`src/rtl/iram_pkg.sv`:
```
package iram_pkg;

   typedef enum logic [1:0] {
      AM_DIRECT   = 2'b00,
      AM_INDIRECT = 2'b01,
      AM_REGISTER = 2'b10,
      AM_BIT      = 2'b11
   } acc_mode_e;

endpackage

```
`src/rtl/iram_addr_map.sv`:
```
module iram_addr_map
   import iram_pkg::*;
#(
   parameter int ADDR_W = 8,
   parameter int BANK_W = 2,
   parameter int REG_W  = 3,
   parameter int POS_W  = 3,
   parameter logic [ADDR_W-1:0] BIT_BASE = 8'h20
) (
   input  acc_mode_e          mode_i,
   input  logic [ADDR_W-1:0]  addr_i,
   input  logic [BANK_W-1:0]  bank_i,
   output logic [ADDR_W-1:0]  ram_addr_o,
   output logic [POS_W-1:0]   bit_pos_o,
   output logic               is_sfr_o
);

   localparam int WIN_W = ADDR_W - 1 - POS_W;

   if (BANK_W + REG_W >= ADDR_W) begin : g_bad_bank
      $error("bank and register fields exceed address width");
   end
   if (WIN_W < 1) begin : g_bad_win
      $error("bit window too narrow");
   end

   logic [ADDR_W-1:0] reg_addr;
   logic [ADDR_W-1:0] bit_byte;

   assign reg_addr = ADDR_W'({bank_i, addr_i[REG_W-1:0]});
   assign bit_byte = BIT_BASE + ADDR_W'(addr_i[ADDR_W-2:POS_W]);

   always_comb begin
      is_sfr_o  = 1'b0;
      bit_pos_o = addr_i[POS_W-1:0];
      unique case (mode_i)
         AM_DIRECT: begin
            ram_addr_o = addr_i;
            is_sfr_o   = addr_i[ADDR_W-1];
         end
         AM_INDIRECT: ram_addr_o = addr_i;
         AM_REGISTER: ram_addr_o = reg_addr;
         default:     ram_addr_o = bit_byte;
      endcase
   end

endmodule

```
`src/rtl/iram_bit_merge.sv`:
```
module iram_bit_merge #(
   parameter int DATA_W = 8,
   parameter int POS_W  = 3
) (
   input  logic [DATA_W-1:0] byte_i,
   input  logic [POS_W-1:0]  pos_i,
   input  logic              val_i,
   output logic [DATA_W-1:0] byte_o
);

   if ((1 << POS_W) != DATA_W) begin : g_bad_pos
      $error("position width does not match data width");
   end

   for (genvar i = 0; i < DATA_W; i++) begin : g_bit
      assign byte_o[i] = (pos_i == POS_W'(i)) ? val_i : byte_i[i];
   end

endmodule

```
`src/rtl/iram_store.sv`:
```
module iram_store #(
   parameter int ADDR_W = 8,
   parameter int DATA_W = 8
) (
   input  logic              clk,
   input  logic              we_i,
   input  logic [ADDR_W-1:0] waddr_i,
   input  logic [DATA_W-1:0] wdata_i,
   input  logic              re_i,
   input  logic [ADDR_W-1:0] raddr_i,
   output logic [DATA_W-1:0] rdata_o
);

   localparam int DEPTH = 1 << ADDR_W;

   logic [DATA_W-1:0] mem [DEPTH];

   always_ff @(posedge clk) begin
      if (we_i) mem[waddr_i] <= wdata_i;
      if (re_i) rdata_o <= mem[raddr_i];
   end

endmodule

```
`src/rtl/iram_access_unit.sv`:
```
module iram_access_unit
   import iram_pkg::*;
#(
   parameter int ADDR_W = 8,
   parameter int DATA_W = 8,
   parameter int BANK_W = 2,
   parameter int REG_W  = 3
) (
   input  logic              clk,
   input  logic              rst_n,
   input  logic              req_valid,
   input  logic              req_wr,
   input  logic [1:0]        req_mode,
   input  logic [ADDR_W-1:0] req_addr,
   input  logic [BANK_W-1:0] req_bank,
   input  logic [DATA_W-1:0] req_wdata,
   output logic              busy_o,
   output logic              rd_valid_o,
   output logic [DATA_W-1:0] rd_data_o,
   output logic              sfr_rd_o,
   output logic              sfr_wr_o,
   output logic [ADDR_W-1:0] sfr_addr_o,
   output logic [DATA_W-1:0] sfr_wdata_o
);

   localparam int POS_W = $clog2(DATA_W);

   if (DATA_W < 2) begin : g_bad_data
      $error("data width too small");
   end

   acc_mode_e         mode;
   logic              accept, is_bit, is_sfr;
   logic [ADDR_W-1:0] ram_addr;
   logic [POS_W-1:0]  bit_pos;

   logic              wb_pend;
   logic [ADDR_W-1:0] wb_addr;
   logic [POS_W-1:0]  wb_pos;
   logic              wb_val;
   logic              rd_bit_q;
   logic [POS_W-1:0]  rd_pos_q;

   logic              st_we, st_re;
   logic [ADDR_W-1:0] st_waddr;
   logic [DATA_W-1:0] st_wdata, st_rdata, merged;

   assign mode   = acc_mode_e'(req_mode);
   assign busy_o = wb_pend;
   assign accept = req_valid & ~wb_pend;
   assign is_bit = (mode == AM_BIT);

   iram_addr_map #(
      .ADDR_W (ADDR_W),
      .BANK_W (BANK_W),
      .REG_W  (REG_W),
      .POS_W  (POS_W)
   ) u_map (
      .mode_i     (mode),
      .addr_i     (req_addr),
      .bank_i     (req_bank),
      .ram_addr_o (ram_addr),
      .bit_pos_o  (bit_pos),
      .is_sfr_o   (is_sfr)
   );

   iram_bit_merge #(
      .DATA_W (DATA_W),
      .POS_W  (POS_W)
   ) u_merge (
      .byte_i (st_rdata),
      .pos_i  (wb_pos),
      .val_i  (wb_val),
      .byte_o (merged)
   );

   assign st_re    = accept & ~is_sfr & (~req_wr | is_bit);
   assign st_we    = wb_pend | (accept & req_wr & ~is_sfr & ~is_bit);
   assign st_waddr = wb_pend ? wb_addr : ram_addr;
   assign st_wdata = wb_pend ? merged : req_wdata;

   iram_store #(
      .ADDR_W (ADDR_W),
      .DATA_W (DATA_W)
   ) u_store (
      .clk     (clk),
      .we_i    (st_we),
      .waddr_i (st_waddr),
      .wdata_i (st_wdata),
      .re_i    (st_re),
      .raddr_i (ram_addr),
      .rdata_o (st_rdata)
   );

   assign sfr_rd_o    = accept & is_sfr & ~req_wr;
   assign sfr_wr_o    = accept & is_sfr & req_wr;
   assign sfr_addr_o  = req_addr;
   assign sfr_wdata_o = req_wdata;

   always_ff @(posedge clk or negedge rst_n) begin
      if (!rst_n) begin
         wb_pend    <= 1'b0;
         wb_addr    <= '0;
         wb_pos     <= '0;
         wb_val     <= 1'b0;
         rd_valid_o <= 1'b0;
         rd_bit_q   <= 1'b0;
         rd_pos_q   <= '0;
      end else begin
         wb_pend    <= accept & req_wr & is_bit;
         rd_valid_o <= accept & ~req_wr & ~is_sfr;
         if (accept) begin
            wb_addr  <= ram_addr;
            wb_pos   <= bit_pos;
            wb_val   <= req_wdata[0];
            rd_bit_q <= is_bit;
            rd_pos_q <= bit_pos;
         end
      end
   end

   assign rd_data_o = rd_bit_q ? DATA_W'(st_rdata[rd_pos_q]) : st_rdata;

   a_r4_sfr_read_no_resp: assert property (@(posedge clk) disable iff (!rst_n)
      sfr_rd_o |=> !rd_valid_o);

   a_r8_busy_after_bitwr: assert property (@(posedge clk) disable iff (!rst_n)
      (req_valid && !busy_o && req_wr && req_mode == 2'b11) |=> busy_o);

   a_r8_busy_one_cycle: assert property (@(posedge clk) disable iff (!rst_n)
      busy_o |=> !busy_o);

   a_r9_no_strobe_busy: assert property (@(posedge clk) disable iff (!rst_n)
      busy_o |-> !(sfr_rd_o || sfr_wr_o));

   a_r2_resp_has_cause: assert property (@(posedge clk) disable iff (!rst_n)
      rd_valid_o |-> $past(req_valid && !req_wr && !busy_o));

endmodule

```
`config.mk`:
```
export PLATFORM = sky130hd
export DESIGN_NAME = iram_access_unit
export DESIGN_NICKNAME = d
export VERILOG_FILES = /design/src/rtl/iram_pkg.sv /design/src/rtl/iram_addr_map.sv /design/src/rtl/iram_bit_merge.sv /design/src/rtl/iram_store.sv /design/src/rtl/iram_access_unit.sv
export SDC_FILE = /design/constraint.sdc
export NUM_CORES = 2
export LEC_CHECK = 0
export ABC_AREA = 0
export CAP_MARGIN = 0
export CORE_MARGIN = 5
export CORE_UTILIZATION = 39
export DETAILED_ROUTE_END_ITERATION = 7
export PLACE_DENSITY = 0.53
export SETUP_SLACK_MARGIN = 0.4
export SYNTH_ARGS = -nofsm -noshare
export SYNTH_HDL_FRONTEND = slang
export SYNTH_HIERARCHICAL = 1
export SYNTH_SLANG_ARGS = --single-unit
```
`constraint.sdc`:
```
create_clock -name clk -period 4.8 [get_ports clk]
set_clock_uncertainty 0.1 [all_clocks]
set_input_delay 1.44 -clock clk [delete_from_list [all_inputs] [get_ports clk]]
set_output_delay 1.44 -clock clk [all_outputs]
set_load 0.01 [all_outputs]
```
==> results by group <==
Status
  • Status: finished clean

Run
  • MaxCap Viol Count: 0

Final layout
  • Area grow syn2layout: 20.1%
  • Nets: 4,695
  • Design Area, Final: 97,300 sq um
  • Most common cell after layout, fill and taps aside: edfxtp_1
  • Layout cells sized above 1: 33.1%
  • Most frequent cells in the layout: edfxtp_1, buf_4, mux4_2

Power and ir drop
  • Worst IR Drop VDD: 0.399 mV
  • Tot Pwr: 38.9 mW
  • Cell Pwr Density: 400 nW/um^2
  • P_leak: 31.8 nW

Critical path
  • Reg-to-Reg Start: busy_o$_DFF_PN0_
  • Slowest cell on crit path: clkdlybuf4s50_1
  • Most common cell on crit path: buf_4
  • Worst reg2reg path endpoint: u_store/mem[19][0]$_DFFE_PP_
  • Reg-to-reg slack, setup: 1.70 ns
  • Kind of cell adding the most delay to the critical path: buffers and inverters
  • Number of cells on the critical path: 13
  • CP endpoint kind: flop
  • Worst r2r path cells: 9
  • Origin of the worst setup path: req_mode[0]
  • Critical Path RT: 5.28 ns
  • Crit start category: input pin
  • CP bufs+invs: 6
  • Worst-path cell chain: clkdlybuf4s50_1, nand2_2, mux2_8, buf_12, buf_12, buf_4, mux4_2, a221oi_1, buf_4, o221ai_1, a211oi_1, buf_4, nor4_1
  • Critical path fanouts, max: 14
  • Critical path class: input pin to flop
  • Worst Path Arrival: 4.88 ns
  • CP peak stage delay: 0.58 ns

Global route
  • Largest net degree at the start of global routing: 123
  • Busiest layer in global routing: met2
  • Global-route wire length before repair: 314 mm
  • Initial antenna violation count: 4
  • GR Util met3: 3.07%
  • Vias in the first global route: 43,000
  • Grt met2 use: 32.5%
  • GR Util met1: 28.2%
  • GRT Overall Usage: 19.9%
  • GRT overflow: 0

Synthesis
  • Mux cell area share after synthesis: 14.8%
  • Compound-Gate Fraction of Synth Area: 3.41%
  • Post-Synth Simple-Gate Area: 2.97%
  • Post-Synth Adder-Cell Area: 0%
  • Post-synth EDFFs: 2,056
  • Main combinational cell family by area after synthesis: multiplexers
  • Syn nets: 3,908
  • Synth Instances: 3,884
  • Seq cells post-synth: 2,071
  • Netlist cell types: 59
  • XOR/XNOR share of the synthesized area: 0%
  • Ys Warns: 6
  • Register area share after synthesis: 76.7%
  • Top FF cell, synth: edfxtp_1
  • Fraction of registers with async set or reset after synthesis: 0.724%
  • Avg Cell Area, Syn: 20.8 sq um
  • Post-Syn Area: 81,000 sq um

STA
  • RSZ-0062 raised after global routing: true
  • Period minus WS final: 4.39 ns
  • Final Hold Viols: 0
  • F_max: 228 MHz
  • Fin. max-slew vios: 0
  • Slew HR: 21.7%
  • Final setup vio count: 0
  • Final setup margin: 0.407 ns
  • Worst-Margin Slew: 1.17 ns
  • Crit share post-route: 91.5%

Placed design
  • Detailed Place HPWL: 145 mm
  • Pre-CTS setup slack: -0.944 ns
  • Gp weighted congestion: 0.826
  • Placed inst area: 90,400 sq um
  • IO Port Bufs: 51

Min path
  • Hold worst-path end: wb_addr[1]$_DFFE_PN0N_
  • HP Class: flop to flop
  • Hold_sp: wb_addr[1]$_DFFE_PN0N_
  • Hold depth: 2

Floorplan
  • Die Y: 466 microns
  • Die Wd: 466 microns
  • Number of cell rows: 167
  • Core Region: 207,000 sq um
  • Initial Utilization: 39.1%
  • Top-Level Pins: 52
  • Die footprint: 217,000 sq um

Clock network
  • Insertion delay to the later sink of the worst-skew pair: 0.85 ns
  • Cts hold-fix bufs: 0
  • CTS tree: done
  • H-tree levels: 4
  • Clk buf depth: 3
  • Clock Pin Slew Worst Setup and Hold Paths: 0.06 ns
  • CTS Buf Count: 212
  • CTS root buffer: clkbuf_16
  • CTS Sinks: 2,071

Detailed routing
  • Via count: 41,900
  • Post-detailed-routing wire length: 217 mm
  • DR iter-0 viols: 4,089
  • Remaining DRCs: 0
  • ANT nets after route: 0
  • Wire per inst: 28.7 microns
  • Vias per cell: 5.54
  • DR pass1 iterations: 5
==> flip-flops by register name, summed over array words and instances, names as in the netlist <==
signal and count:
rd_valid_o 1, u_store/rdata_o 8, rd_pos_q 3, rd_bit_q 1
wb_addr 8, busy_o 1, u_store/mem 2048, wb_val 1
==> tightest hold or removal path, delay by kind of cell, from the launching register on <==
| kind | cells | cell delay, ns |
|---|---|---|
| flip-flops | 1 | 0.34 |
| AND/OR/NAND/NOR | 2 | 0.11 |
==> how the worst max path moves through the flow <==
stage,end,slack (ns)
2_1_floorplan,u_store/mem[115][0]$_DFFE_PP_,0.83
3_5_place_dp,u_store/rdata_o[2]$_DFFE_PP_,-0.94
5_1_grt,u_store/rdata_o[2]$_DFFE_PP_,0.36
4_1_cts,u_store/rdata_o[2]$_DFFE_PP_,0.41
3_3_place_gp,u_store/rdata_o[2]$_DFFE_PP_,-0.97
6_report,u_store/rdata_o[3]$_DFFE_PP_,0.41
==> layer usage <==
| metal | part of all wire, % | wire length (microns) | up-vias |
|---|---|---|---|
| met2 | 49 | 106000 | 1272 |
| met5 | 0.0069 | 15 | - |
| met4 | 2.3 | 4960 | 2 |
| met1 | 43 | 93700 | 22600 |
| met3 | 5.4 | 11700 | 261 |
| li1 | - | - | 17800 |
==> through the flow <==
stage	setup TNS (ns)	util (%)	hold WS, ns	cells
floorplan	0	-	0.340	3884
global placement	-121.13	43.7	0.354	7149
detailed placement	-87.16	43.7	0.363	7149
CTS	0	47.0	0.377	7548
global route	0	47.0	0.416	7555
finish	0	47.0	0.381	7556
==> where the power goes <==
part | internal [mW] | leakage [nW] | switching (mW)
Sequential | 20.0 | 18.7 | 0.0291
Clock | 8.77 | 3.22 | 6.90
Combinational | 1.32 | 9.91 | 1.85
Total | 30.1 | 31.8 | 8.78
==> kinds of logic after synthesis <==
group,Yosys count
muxes,625
and+or+nand+nor,531
AOI/OAI and AO/OA,391
DFF,2071
buffers and inverters,266
==> synthesized netlist by cell type, drive strengths merged, types with 4 or more instances <==
| cell type | instances | area (sq um) |
|---|---|---|
| edfxtp | 2056 | 61700 |
| mux4 | 457 | 10300 |
| nor2 | 283 | 1060 |
| buf | 147 | 1210 |
| mux2i | 140 | 1400 |
| a22oi | 133 | 998 |
| clkbuf | 112 | 420 |
| a21oi | 97 | 485 |
| nand2 | 72 | 273 |
| o221ai | 47 | 418 |
| nor2b | 40 | 250 |
| nand3 | 35 | 175 |
| mux2 | 28 | 315 |
| o22ai | 28 | 175 |
| nor3 | 27 | 135 |
| nor4 | 27 | 188 |
| a211oi | 17 | 128 |
| dfrtp | 15 | 375 |
| o21ai | 15 | 75.1 |
| a221oi | 14 | 129 |
| nand4 | 10 | 62.6 |
| o211ai | 10 | 75.1 |
| nand2b | 9 | 56.3 |
| a22o | 8 | 70.1 |
| and2 | 6 | 37.5 |
| inv | 6 | 22.5 |
| nand3b | 6 | 45.0 |
| a2111oi | 5 | 52.6 |
| o22a | 5 | 43.8 |
| o32ai | 5 | 51.3 |
| nor3b | 4 | 30.0 |
| or2 | 4 | 25.0 |
==> timing repair <==
item | 4_1_cts | 5_1_grt
setup buffers | 6 | 6
resized for setup | 24 | 10
endpoints found under the setup margin | 8 | 16
pin swaps | 1 | 1
==> layout make-up <==
cell class | count | area (sq um)
fillers | 17300 | 110000
clock buffers | 255 | 5510
repair buffers | 832 | 7580
multi-input cells | 1547 | 17600
flip-flops and latches | 2071 | 62100
clock inverters | 138 | 1080
well taps | 2704 | 3380
diodes | 2 | 5.00
inverters | 7 | 26.3
No activity file was read; power rests on OpenSTA's default activity.
